[src/rtl/fsg_pkg.sv]
package fsg_pkg;

    typedef enum logic [1:0] {
        ST_IDLE  = 2'd0,
        ST_ARMED = 2'd1,
        ST_RUN   = 2'd2,
        ST_HALT  = 2'd3
    } fsg_state_e;

endpackage

[src/rtl/fsg_ctrl.sv]
module fsg_ctrl
    import fsg_pkg::*;
(
    input  logic       clk,
    input  logic       rst_n,
    input  logic       gen_run,
    input  logic       fs_run,
    input  logic       bclk_tick,
    input  logic       wrap,
    input  logic       oneshot,
    output fsg_state_e st_q,
    output fsg_state_e st_d
);

    always_comb begin
        st_d = st_q;
        unique case (st_q)
            ST_IDLE: begin
                if (gen_run) st_d = ST_ARMED;
            end
            ST_ARMED: begin
                if (!gen_run)                  st_d = ST_IDLE;
                else if (fs_run && bclk_tick)  st_d = ST_RUN;
            end
            ST_RUN: begin
                if (!gen_run)                  st_d = ST_IDLE;
                else if (!fs_run)              st_d = ST_ARMED;
                else if (wrap && oneshot)      st_d = ST_HALT;
            end
            ST_HALT: begin
                if (!gen_run)                  st_d = ST_IDLE;
                else if (!fs_run)              st_d = ST_ARMED;
            end
            default: st_d = ST_IDLE;
        endcase
    end

    always_ff @(posedge clk or negedge rst_n) begin
        if (!rst_n) st_q <= ST_IDLE;
        else        st_q <= st_d;
    end

endmodule

[src/rtl/fsg_counter.sv]
module fsg_counter #(
    parameter int PW = 8
) (
    input  logic          clk,
    input  logic          rst_n,
    input  logic          run_now,
    input  logic          run_next,
    input  logic          bclk_tick,
    input  logic [PW-1:0] period_m1,
    output logic [PW-1:0] cnt_q,
    output logic          wrap
);

    // Last bit of a frame; >= guards against a period shortened mid-frame
    assign wrap = run_now && bclk_tick && (cnt_q >= period_m1);

    always_ff @(posedge clk or negedge rst_n) begin
        if (!rst_n) begin
            cnt_q <= '0;
        end else if (!run_next) begin
            cnt_q <= '0;
        end else if (run_now && bclk_tick) begin
            cnt_q <= wrap ? '0 : cnt_q + 1'b1;
        end
    end

endmodule

[src/rtl/fsg_outmux.sv]
module fsg_outmux
    import fsg_pkg::*;
#(
    parameter int PW = 8
) (
    input  logic          clk,
    input  logic          rst_n,
    input  logic          bclk_tick,
    input  fsg_state_e    st_q,
    input  logic [PW-1:0] cnt_q,
    input  logic [PW-1:0] width_m1,
    input  logic          fs_internal,
    input  logic          ext_fs,
    input  logic          fs_pol_tx,
    input  logic          fs_pol_rx,
    output logic          fs_tx,
    output logic          fs_rx,
    output logic          frame_start
);

    logic ext_prev_q;
    logic running;
    logic active;

    // External sync level seen in the previous bit clock
    always_ff @(posedge clk or negedge rst_n) begin
        if (!rst_n)         ext_prev_q <= 1'b0;
        else if (bclk_tick) ext_prev_q <= ext_fs;
    end

    assign running = (st_q == ST_RUN);

    always_comb begin
        active      = 1'b0;
        frame_start = 1'b0;
        if (running) begin
            if (fs_internal) begin
                active      = (cnt_q <= width_m1);
                frame_start = (cnt_q == '0);
            end else begin
                active      = ext_fs;
                frame_start = ext_fs && !ext_prev_q;
            end
        end
        fs_tx = active ^ fs_pol_tx;
        fs_rx = active ^ fs_pol_rx;
    end

endmodule

[src/rtl/fsync_gen.sv]
module fsync_gen
    import fsg_pkg::*;
#(
    parameter int PW = 8
) (
    input  logic          clk,
    input  logic          rst_n,
    input  logic          bclk_tick,
    input  logic          gen_run,
    input  logic          fs_run,
    input  logic [PW-1:0] period_m1,
    input  logic [PW-1:0] width_m1,
    input  logic          fs_pol_tx,
    input  logic          fs_pol_rx,
    input  logic          periodic_en,
    input  logic          fs_internal,
    input  logic          ext_fs,
    output logic          fs_tx,
    output logic          fs_rx,
    output logic          frame_start
);

    fsg_state_e    st_q;
    fsg_state_e    st_d;
    logic [PW-1:0] cnt_q;
    logic          wrap;
    logic          oneshot;

    assign oneshot = fs_internal && !periodic_en;

    fsg_ctrl u_ctrl (
        .clk       (clk),
        .rst_n     (rst_n),
        .gen_run   (gen_run),
        .fs_run    (fs_run),
        .bclk_tick (bclk_tick),
        .wrap      (wrap),
        .oneshot   (oneshot),
        .st_q      (st_q),
        .st_d      (st_d)
    );

    fsg_counter #(.PW(PW)) u_cnt (
        .clk       (clk),
        .rst_n     (rst_n),
        .run_now   (st_q == ST_RUN),
        .run_next  (st_d == ST_RUN),
        .bclk_tick (bclk_tick),
        .period_m1 (period_m1),
        .cnt_q     (cnt_q),
        .wrap      (wrap)
    );

    fsg_outmux #(.PW(PW)) u_out (
        .clk         (clk),
        .rst_n       (rst_n),
        .bclk_tick   (bclk_tick),
        .st_q        (st_q),
        .cnt_q       (cnt_q),
        .width_m1    (width_m1),
        .fs_internal (fs_internal),
        .ext_fs      (ext_fs),
        .fs_pol_tx   (fs_pol_tx),
        .fs_pol_rx   (fs_pol_rx),
        .fs_tx       (fs_tx),
        .fs_rx       (fs_rx),
        .frame_start (frame_start)
    );

endmodule

[config.mk]
export PLATFORM = sky130hd
export DESIGN_NAME = fsync_gen
export DESIGN_NICKNAME = d
export VERILOG_FILES = /design/src/rtl/fsg_pkg.sv /design/src/rtl/fsg_ctrl.sv /design/src/rtl/fsg_counter.sv /design/src/rtl/fsg_outmux.sv /design/src/rtl/fsync_gen.sv
export SDC_FILE = /design/constraint.sdc
export NUM_CORES = 1
export LEC_CHECK = 0
export ABC_AREA = 1
export BUFFER_PORTS_ARGS = -buffer_cell sky130_fd_sc_hd__buf_4
export CAP_MARGIN = 20
export CORE_MARGIN = 4
export CORE_UTILIZATION = 55
export DETAILED_ROUTE_END_ITERATION = 8
export GPL_ROUTABILITY_DRIVEN = 0
export PLACE_DENSITY = 0.81
export SLEW_MARGIN = 20
export SYNTH_ARGS = -nofsm -noshare
export SYNTH_HDL_FRONTEND = slang
export SYNTH_SLANG_ARGS = --single-unit
[constraint.sdc]
create_clock -name clk -period 4.8 [get_ports clk]
set_clock_uncertainty 0.15 [all_clocks]
set_input_delay 0.24 -clock clk [delete_from_list [all_inputs] [get_ports clk]]
set_output_delay 0.24 -clock clk [all_outputs]
set_load 0.1 [all_outputs]
Yosys cells after proc, flatten, opt, wreduce, memory -nomap -nowiden

Cells that the tools add are included.
W data, S select, Z words.

Add/subtract/negate cells: 1
Order comparisons: 2
Equality and inequality tests: 5
Multiplexer cells: 16
Bitwise gates (word level): 2
Reductions and logical operators: 10

Operators by type and width:

| operator              | count |
|---|---|
| $mux W8               | 3 |
| $mux W2               | 8 |
| $add A8 B1 Y8 const B | 1 |
| $ge A8 B8 Y1          | 1 |
| $le A8 B8 Y1          | 1 |
| $logic_not A8 Y1      | 1 |
| $pmux W2 S4           | 1 |
| $eq A2 B2 Y1 const B  | 3 |
| $logic_and A1 B1 Y1   | 6 |
| $mux W1               | 4 |
| $eq A2 B1 Y1 const B  | 1 |
| $logic_not A1 Y1      | 2 |
| $logic_not A2 Y1      | 1 |
| $ne A2 B2 Y1 const B  | 1 |
| $xor A1 B1 Y1         | 2 |

Register bits: 11
Input bits: 26
Output and inout port bits: 3
Logic and storage cells: 39

Depth between registers and ports, before layout

Gate-level depths: netlist (run 1).

Depth in word-level cells: 10
Gate-level depth with buffers: 14

Cells and area by module

From an unflattened synthesis (run 1), not the netlist that was laid out.

Cell total of the unflattened synthesis: 189
Area, all modules: 1229.9 sq um

By module, submodules not included:

| module      | times used | cells each | area each (sq um) |
|---|---|---|---|
| fsg_counter | 1          | 104        | 719.4 |
| fsg_outmux  | 1          | 60         | 352.8 |
| fsg_ctrl    | 1          | 19         | 127.6 |
| fsync_gen   | 1          | 6          | 30.0 |

Least setup slack after synthesis (run 1)

OpenSTA, ideal clock, no wires.

Kind: register -> output
Start point: register u_cnt.cnt_q[4]
End point: output frame_start
Arrival time: 2.837 ns
Setup slack: 1.573 ns
Stages on the path, launching flop included: 4
Buffers on the path: 0
Cell sequence: dfrtp_1 > nor4_1 > a41oi_1 > nor3_1

Longest elaborated chain between the ends: 3

Ends and longest elaborated chain:

| item                   | line              | RTL |
|---|---|---|
| from (decl)            | fsg_counter.sv:10 | `output logic [PW-1:0] cnt_q,` |
| from (signal assigned) | fsg_counter.sv:23 | `cnt_q <= wrap ? '0 : cnt_q + 1'b1;` |
| $logic_not A8 Y1       | fsg_outmux.sv:39  | `frame_start = (cnt_q == '0);` |
| $mux W1                | fsg_outmux.sv:37  | `if (fs_internal) begin` |
| $mux W1                | fsg_outmux.sv:36  | `if (running) begin` |
| to (decl)              | fsync_gen.sv:20   | `output logic frame_start` |

Every way passes these cells.

Worst setup path in the final report (run 1)

Start point: register u_cnt.cnt_q[3]
End point: output fs_rx

Longest elaborated chain between the ends: 4

Ends and longest elaborated chain:

| item          | line             | RTL |
|---|---|---|
| $le A8 B8 Y1  | fsg_outmux.sv:38 | `active = (cnt_q <= width_m1);` |
| $mux W1       | fsg_outmux.sv:37 |  |
| $mux W1       | fsg_outmux.sv:36 |  |
| $xor A1 B1 Y1 | fsg_outmux.sv:46 | `fs_rx = active ^ fs_pol_rx;` |
| to (decl)     | fsync_gen.sv:19  | `output logic fs_rx,` |

Every way passes these cells.

==> impl_results.md, run 1 <==
- Crit. End Element: output port
- Worst R2R Setup Slack: 2720 ps
- Fraction of layout cells with a size suffix above 1: 19.5%
- Detailed placement HPWL: 2140 um
- Worst Path Required: 4410 ps
- Post-synth EDFFs: 0
- Rel. slew slack: 77.3%
- Max clock buf depth: 2
- Final setup viols: 0
- DR pass1 iterations: 4
- Asr flop ratio synth: 100%
- GRT Overall Usage: 18.9%
- Clk slew on worst S/H paths: 70 ps
- CTS H-tree lvls: 1
- Fin. Hold Viols: 0
- Overall power: 0.224 mW
- First-pass GRT wire length: 4070 um
- Unrepaired setup endpoints after global routing: no
- Tmin final: between 2000 and 2500 ps
- N_diodes: 0
- Pleak: 0.865 nW
- Initial antenna violation count: 0
- Port buffer count: 28
- Initial drt markers: 13
- Fin cells: 227
- Seq/Total Area, Yosys: 24.0%
- Yosys cell types: 23
- I/O Pins: 29
- Cts bufs inserted: 3
- Top FF cell, synth: dfrtp_1
- CP Class: reg -> out
- Hold Crit Class: in -> reg
- Yosys top cell area share: 24.0%
- Via count: 1140
- Final period util: 50.9%
- Largest net degree at the start of global routing: 12
- Area grow syn2layout: 24.4%
- Max-cap viol count: 0
- Max Fanout on Critical Path: 5
- WL/cell: 10.9 um
- Setup tns final: 0 ps
- Chip height: 53.7 um
- Least-Margin Pin Slew: 340 ps
- Synthesized area: 1150 sq um
- WP data arrival: between 2000 and 2500 ps
- TritonCTS clock tree: yes
- Vias/cell: approximately 5
- Layout Nets: around 250
- Cts repair resizes: 0
- Antenna viol nets, final: 0
- Std-Cell Rows: 16
- Vias in the first global route: 1065
- Dpl cells: roughly 220
- Synth Warn #: 0
- Pwr Density: 157 nW/um^2
- Chip Width: ~54 um
- Syn Inst Count: 167
- Routed wire length: 2480 um
- Post-synth top area cell: dfrtp_1
- Clk Latency, worst-skew pair: 270 ps
- Core ar.: 1980 sq um
- Outcome: finished, final reports clean
- Sink Count: 11
- Post-synthesis register bit count: 11
- Total gr overflow: 0
- Peak VDD IR: 191 uV
- Synth cell count leaders: inv_1 (37), nand2_1 (37), ha_1 (18), nor2_1 (16), nand3_1 (12)
- DIE AREA: ~2900 sq um
- Pins Over Slew Limit: 0
- Top cells by area, synth: dfrtp_1 (24%), ha_1 (20%), inv_1 (12%), nand2_1 (12%), nand3_1 (5.2%)
- Starting density of the core: 58.0%
- Clk root buf: clkbuf_4
- Setup crit start kind: register
- Post-synth net total: 211
- Fmax: roughly 0.41 GHz
- Syn avg cell area: between 6 and 7 sq um
- # DRC: 0
per-stage QoR:
step	util, %	hold slack (ps)	cell area, sq um	setup slack [ps]
2_1_floorplan	-	-206	1150	1570
3_3_place_gp	70.3	-71.2	1390	2690
3_5_place_dp	70.3	-71.0	1390	2660
4_1_cts	72.1	43.0	1430	2350
5_1_grt	72.1	33.5	1430	2220
6_report	72.1	44.7	1430	2360
what timing repair did:
action	CTS	global route
hold buffers	1	0
endpoints found under the hold margin	11	0
buffers inserted	0	0
layer usage:
metal | vias up | track usage (%) | wire length [um]
li1 | 597 | - | -
met2 | 24 | 34.7 | 1300
met1 | 515 | 21.2 | 1040
met4 | 0 | 3.83 | 21
met3 | 4 | 5.82 | 117
met5 | - | 0 | 0
registers in the layout, summed over array words and instances, names as in the netlist:
| name | cells |
|---|---|
| u_out.ext_prev_q | 1 |
| u_cnt.cnt_q | 8 |
| u_ctrl.st_q | 2 |
area by class of cell:
cell class              count  area [sq um]
clock buffers               4          26.3
fillers                   180           553
inverters                  40           150
multi-input cells         116           723
flip-flops and latches     11           275
well taps                  27          33.8
repair buffers             29           220
kinds of logic after synthesis:
logic type                 count (synthesis)  share of synthesized area (%)
AOI/OAI and AO/OA                         20                           10.3
xor gates and xnor gates                   2                           1.53
adders and majority gates                 18                           19.6
buffers and inverters                     40                           13.1
DFF                                       11                           24.0
and+or+nand+nor                           76                           31.5
layout by cell type (no fill, tap or decap), drive strengths merged:
master,instances
nand3b,1
o21ai,6
clkbuf,4
ha,18
nor2,18
dlygate4sd3,1
nor3,2
nand3,12
a21oi,8
nand2,39
xor2,2
a41oi,1
o2111ai,1
buf,28
inv,40
o221ai,1
dfrtp,11
nand4,2
o21a,3
or2,1
nor4,1
path summary, 6_finish.rpt:
kind / end / depth (start not counted) / from
max in group asynchronous: u_cnt.cnt_q[2] / 2 / rst_n
worst min register to register: u_out.ext_prev_q / 2 / u_out.ext_prev_q
min in group asynchronous: u_out.ext_prev_q / 2 / rst_n
worst max register to register: u_cnt.cnt_q[2] / 12 / u_cnt.cnt_q[3]
worst max-delay path: fs_rx / 12 / u_cnt.cnt_q[3]
worst min-delay path: u_out.ext_prev_q / 3 / ext_fs
worst max-delay path, stage by stage, from the launching register on:
cell and delay [ps]:
dfrtp_1 450, ha_1 320, nand2_1 70, o21ai_0 170, nand2_1 70, nand2_1 50, nand2_1 60, nand2_1 50
nand2_1 70, nand2_1 80, nand2_1 50, nand2_1 50, buf_4 280
where the power goes:
part	internal, mW	switching [mW]	total, mW
logic	0.0273	0.0363	0.0636
clock network	0.0321	0.0291	0.0612
registers	0.0956	0.00342	0.0990
total	0.155	0.0688	0.224
Power figures use the tool's default switching activity.
==> run 2, diff against run 1 <==
ABC_AREA = 0   (was 1)
CORE_UTILIZATION = 47   (was 55)
PLACE_DENSITY = 0.74   (was 0.81)
clock period = 2.13 ns   (was 4.8 ns; I/O delays follow)
==> run 2 against run 1 <==
The flow now finishes with violations (setup timing). Core utilization rose by 4.0 points. Sequential power rose by 120%. Power rose by 130%. Critical path type is now reg -> reg. Critical endpoint is now u_cnt.cnt_q[2]. Largest cell class unchanged. Largest power group unchanged.
==> impl_results.md, run 2 <==
- Largest net degree at the start of global routing: 12
- CTS H-tree lvls: 1
- Biggest regs: u_cnt.cnt_q (8), u_ctrl.st_q (2), u_out.ext_prev_q (1)
- Chip height: between 50 and 60 um
- Fmax: 0.421 GHz
- Setup crit start kind: register
- Max reg flops: 8
- Core Util, Final: 76.1%
- Post-synth top area cell: dfrtp_1
- Initial antenna violation count: 0
- Fraction of layout cells with a size suffix above 1: 37.6%
- Vias/cell: 5.52
- Max-cap viol count: 0
- Max Fanout on Critical Path: 6
- Syn Inst Count: 136
- DIE AREA: 3190 sq um
- Switch Pwr: approximately 0.15 mW
- Detailed placement HPWL: about 2200 um
- Mux share of post-synthesis cell area: between 1 and 1.5%
- Post-synthesis register bit count: 11
- Seq/Total Area, Yosys: around a quarter
- # DRC: 0
- Adder-Cell Fraction of Synth Area: 20.4%
- GRT Overall Usage: 19.5%
- DR pass1 iterations: 4
- Fill cells: 145
- Dpl ws: -110 ps
- Antenna viol nets, final: 0
- Std-Cell Rows: 17
- Clk Latency, worst-skew pair: 280 ps
- Pwr Density: 305 nW/um^2
- Synth Area in Compound Gates: 17.2%
- Crit. End Element: register
- WL/cell: 14.7 um
- Max clock buf depth: 2
- Top FF cell, synth: dfrtp_1
- Most common cell after layout, fill and taps aside: buf_4
- Syn avg cell area: between 8 and 9 sq um
- Worst R2R Setup Slack: -240 ps
- I/O Pins: 29
- Port buffer count: 28
- XOR/XNOR share of the synthesized area: 1.59%
- Switching part of the total: between 20 and 30%
- Worst path bufs/invs: 3
- WP data arrival: 2410 ps
- First-pass GRT wire length: 4920 um
- CP Class: reg -> reg
- Area grow syn2layout: 53.9%
- Rel. slew slack: about 66%
- Seq pwr share: 41.7%
- Starting density of the core: around half
- Chip Width: 56.5 um
- Routed wire length: 3200 um
- Synth cell count leaders: ha_1 (18), inv_1 (17), nand2_1 (14), a21oi_1 (13), dfrtp_1 (11)
- N_diodes: 0
- Fin. Hold Viols: 0
- Final setup viols: 11
- Initial drt markers: 49
- Int Power: 0.364 mW
- Clk slew on worst S/H paths: around 80 ps
- Core ar.: between 2000 and 2500 sq um
- Tmin final: 2370 ps
- Delay-heaviest family, CP: compound AO/OA/AOI/OAI gates
- Most common cell on crit path: buf_6
- Layout Nets: around 230
- Post-synth EDFFs: 0
- TritonCTS clock tree: yes
- Top reg by flops: u_cnt.cnt_q
- Pleak: roughly 0.80 nW
- Clock power share: 29.1%
- Setup ws final: -244 ps
- Pins Over Slew Limit: 0
- Clk root buf: clkbuf_4
- Vias in the first global route: 1133
- Final period util: 111%
- Total gr overflow: 0
- Hold Crit Class: in -> async
- Least-Margin Pin Slew: 498 ps
- Synth Warn #: 0
- Unrepaired setup endpoints after global routing: yes
- Slowest stage cell, crit path: a2111o_1
- Sink Count: 11
- Post-synth net total: 180
- Most frequent cell after synthesis: ha_1
- Yosys top cell area share: 24.9%
- Power share of the combinational group: 29.3%
- Synthesized area: 1100 sq um
- Commonest non-fill, non-tap cells in the layout: buf_4 (39), ha_1 (17), inv_1 (16)
- Cts bufs inserted: 3
- Max incr delay on CP: about 450 ps
- Worst Path Required: 2160 ps
- Asr flop ratio synth: between 90% and 100%
- Failing checks: setup timing
- Outcome: complete, but fails checks
- Yosys cell types: 35
- Via count: 1198
- Top cells by area, synth: dfrtp_1 (25%), ha_1 (20%), a21oi_1 (5.9%), inv_1 (5.8%), nand2_1 (4.8%)
- Main combinational cell family by area after synthesis: simple AND/OR/NAND/NOR gates
- CP cell instances: buf_4, buf_6, ha_1, a2111o_1, a21oi_4, buf_6, nand4b_1, a31oi_1
- Peak VDD IR: ~250 uV
- Simple-Gate Fraction of Synth Area: 27.4%
[run 2: changes by cell type in the layout (fill, tap and decap cells not counted), sizes merged, moves of 3 or more]
| cell | delta |
|---|---|
| a21oi | +6 |
| a31oi | +4 |
| and2 | +3 |
| buf | +17 |
| dlygate4sd3 | +5 |
| inv | -23 |
| nand2 | -25 |
| nand3 | -3 |
| nor2 | -15 |
| nor2b | +4 |
| nor3 | +5 |
| o211ai | +3 |
[run 2: worst paths after layout]
| check | from | to | depth (start not counted) |
|---|---|---|---|
| setup / recovery | u_cnt.cnt_q[1] | u_cnt.cnt_q[2] | 8 |
| hold / removal | rst_n | u_cnt.cnt_q[6] | 2 |
| setup reg to reg | u_cnt.cnt_q[1] | u_cnt.cnt_q[2] | 8 |
| hold reg to reg | u_cnt.cnt_q[7] | u_cnt.cnt_q[7] | 3 |
| max in group asynchronous | rst_n | u_ctrl.st_q[0] | 2 |
| min in group clk | periodic_en | u_ctrl.st_q[0] | 4 |
[run 2: kinds of logic after synthesis]
logic type                 count (synthesis)
DFF                                       11
adders and majority gates                 18
muxes                                      1
buffers and inverters                     19
AOI/OAI and AO/OA                         31
and+or+nand+nor                           54
xor gates and xnor gates                   2
[run 2: layer usage]
layer | share of wire, % | track usage (%) | up-vias
met3 | 4.4 | 3.22 | 8
li1 | - | - | 594
met5 | 0 | 0 | -
met2 | 52 | 34.8 | 38
met1 | 42 | 23.3 | 558
met4 | 1.7 | 6.78 | 0
[run 2: layout make-up]
cell class | count | area, sq um | share of cell area, %
Inverter | 17 | 63.8 | 3.75
Tap cell | 28 | 35.0 | 2.06
Clock buffer | 4 | 26.3 | 1.55
Timing Repair Buffer | 51 | 447 | 26.3
Sequential cell | 11 | 275 | 16.2
Multi-Input combinational cell | 106 | 853 | 50.2
[run 2: what timing repair did]
action,in CTS,in global routing
endpoints found under the hold margin,14,0
hold buffers,6,0
buffers inserted,2,4
pin swaps,4,12
gates resized for setup,10,18
endpoints found under the setup margin,6,12
[run 2: power by group through the flow]
stage | Combinational [mW] | Sequential [mW] | Clock, mW
after floorplan | 0.0689 | 0.219 | 0
after global placement | 0.121 | 0.219 | 0
after detailed placement | 0.126 | 0.220 | 0
after CTS | 0.144 | 0.215 | 0.150
after global routing | 0.164 | 0.216 | 0.169
final | 0.152 | 0.216 | 0.151
[run 2: metrics by stage]
stage | instance area, sq um | cells | setup TNS [ps] | power [mW] | hold WS [ps]
floorplan | 1130 | 136 | 0 | 0.288 | -339
global placement | 1440 | 201 | -119 | 0.340 | -201
detailed placement | 1440 | 201 | -307 | 0.345 | -200
CTS | 1580 | 213 | -528 | 0.510 | 48.8
global route | 1700 | 217 | -2070 | 0.550 | 91.9
finish | 1700 | 217 | -1130 | 0.518 | 87.7
==> run 3, diff against run 2 <==
CORE_UTILIZATION = 55   (was 47)
CTS_CLUSTER_DIAMETER = 60   (was not set)
PLACE_DENSITY = 0.82   (was 0.74)
clock period = 3 ns   (was 2.13 ns; I/O delays follow)
==> run 3 against run 2 <==
Clock power fell by 32%. Critical endpoint is now fs_rx. First-iteration DRC count fell by 49%. Critical path type is now reg -> out. Largest power group unchanged. Wire length fell by 19%. The run now ends clean. Final area fell by 18%. Core utilization rose by 0.43 points.
==> impl_results.md, run 3 (synthesis results as in run 2) <==
- WL/cell: 13.3 um
- N_diodes: 0
- Max Fanout on Critical Path: 6
- Detailed route wirelength on metal2: 1240 um
- Fmax: 0.388 GHz
- Outcome: finished, final reports clean
- Pwr Density: approximately 250 nW/um^2
- Top reg by flops: u_cnt.cnt_q
- Routed wire length: 2600 um
- Area grow syn2layout: 26.2%
- Worst Path Required: ~2700 ps
- Worst path bufs/invs: 1
- Port buffer count: 28
- Total gr overflow: 0
- Clk root buf: clkbuf_4
- Slowest stage cell, crit path: or4_1
- Fin cells: 195
- GRT Overall Usage: 21.1%
- Seq. cell area: 275 sq um
- Biggest regs: u_cnt.cnt_q (8), u_ctrl.st_q (2), u_out.ext_prev_q (1)
- Peak VDD IR: 261 uV
- Delay-heaviest family, CP: simple AND/OR/NAND/NOR gates
- Dpl cells: 187
- Chip Width: 52.8 um
- Largest net degree at the start of global routing: 12
- WP data arrival: 2280 ps
- Fill cells: 135
- Via count: about 1100
- Post-CTS Hold Fix Bufs: 4
- Cts repair resizes: 0
- Footprint of the multi-input gates: 747 sq um
- Antenna viol nets, final: 0
- Pins Over Slew Limit: 0
- WL met1: 1170 um
- Cts bufs inserted: 3
- Max incr delay on CP: 480 ps
- Met3 wire len: 164 um
- Vias/cell: 5.63
- Starting density of the core: roughly 61%
- Commonest non-fill, non-tap cells in the layout: buf_4 (28), ha_1 (18), inv_1 (17)
- Sink Count: 11
- Max clock buf depth: 2
- Final period util: 86.0%
- Fin. Hold Viols: 0
- First-pass GRT wire length: 4310 um
- Overall power: 0.346 mW
- Hold Crit Class: in -> reg
- DR pass1 iterations: 4
- Worst hold slack: 24.0 ps
- CP cell instances: ha_1, nor2b_1, o211ai_1, a21oi_1, or4_1, nand3_1, buf_4
- Setup tns final: 0 ps
- Post-CTS Setup Bufs: 0
- Initial drt markers: 25
- Setup crit start kind: register
- I/O Pins: 29
- Max Used Layer: met4
- Fraction of layout cells with a size suffix above 1: 22.4%
- Detailed placement HPWL: roughly 2000 um
- Layout Nets: about 220
- Final setup viols: 0
- TritonCTS clock tree: yes
- # DRC: 0
- Initial antenna violation count: 0
- Core ar.: 1820 sq um
- Pleak: 0.662 nW
- Clk Latency, worst-skew pair: 270 ps
- CP Class: reg -> out
- Unrepaired setup endpoints after global routing: no
- Rel. slew slack: around 65%
- Std-Cell Rows: 15
- Most common cell after layout, fill and taps aside: buf_4
- Crit. End Element: output port
- Vias in the first global route: 1003
- Least-Margin Pin Slew: around 530 ps
- Max reg flops: 8
- Chip height: 52.8 um
- Max-cap viol count: 0
- DIE AREA: 2790 sq um
- CTS H-tree lvls: 1
- Clk slew on worst S/H paths: 70 ps
- Tmin final: 2580 ps
[run 3: worst register-to-register path: cells and delay by family (launching register included)]
family | cells | cell delay, ps
simple gates | 2 | 330
buf+inv | 1 | 140
fa+ha+maj | 1 | 250
compound gates | 3 | 1030
flops | 1 | 410
[run 3: area by class of cell]
| type | count | share of cell area [%] |
|---|---|---|
| Tap cell | 25 | 2.24 |
| Clock buffer | 4 | 1.89 |
| Multi-Input combinational cell | 106 | 53.6 |
| Inverter | 17 | 4.58 |
| Timing Repair Buffer | 32 | 18.0 |
| Sequential cell | 11 | 19.7 |
[run 3: final timing paths]
kind	from	end	slack, ps	depth (start not counted)
max	u_cnt.cnt_q[1]	fs_rx	420	7
min	bclk_tick	u_out.ext_prev_q	20	2
min reg2reg	u_out.ext_prev_q	u_out.ext_prev_q	370	1
min in group asynchronous	rst_n	u_out.ext_prev_q	90	2
max in group asynchronous	rst_n	u_cnt.cnt_q[0]	2460	2
max reg2reg	u_cnt.cnt_q[0]	u_ctrl.st_q[0]	600	7
[run 3: report_power, final]
| group | internal [mW] | switching (mW) | leakage, nW |
|---|---|---|---|
| combinational | 0.0440 | 0.0463 | 0.498 |
| sequential | 0.151 | 0.00214 | 0.149 |
| clock | 0.0516 | 0.0509 | 0.0150 |
| total | 0.246 | 0.0994 | 0.662 |
[run 3: through the flow]
stage               util (%)  cell area (sq um)  worst slack [ps]
floorplan                  -               1100               402
global placement        72.9               1330               704
detailed placement      72.9               1330               636
CTS                     76.6               1390               422
global route            76.6               1390               260
finish                  76.6               1390               420
[run 3: routing by layer]
metal / up-vias / GRT usage, %
li1: 558 / -
met1: 506 / 25.5
met2: 30 / 36.6
met3: 4 / 6.55
met4: 0 / 3.83
met5: - / 0
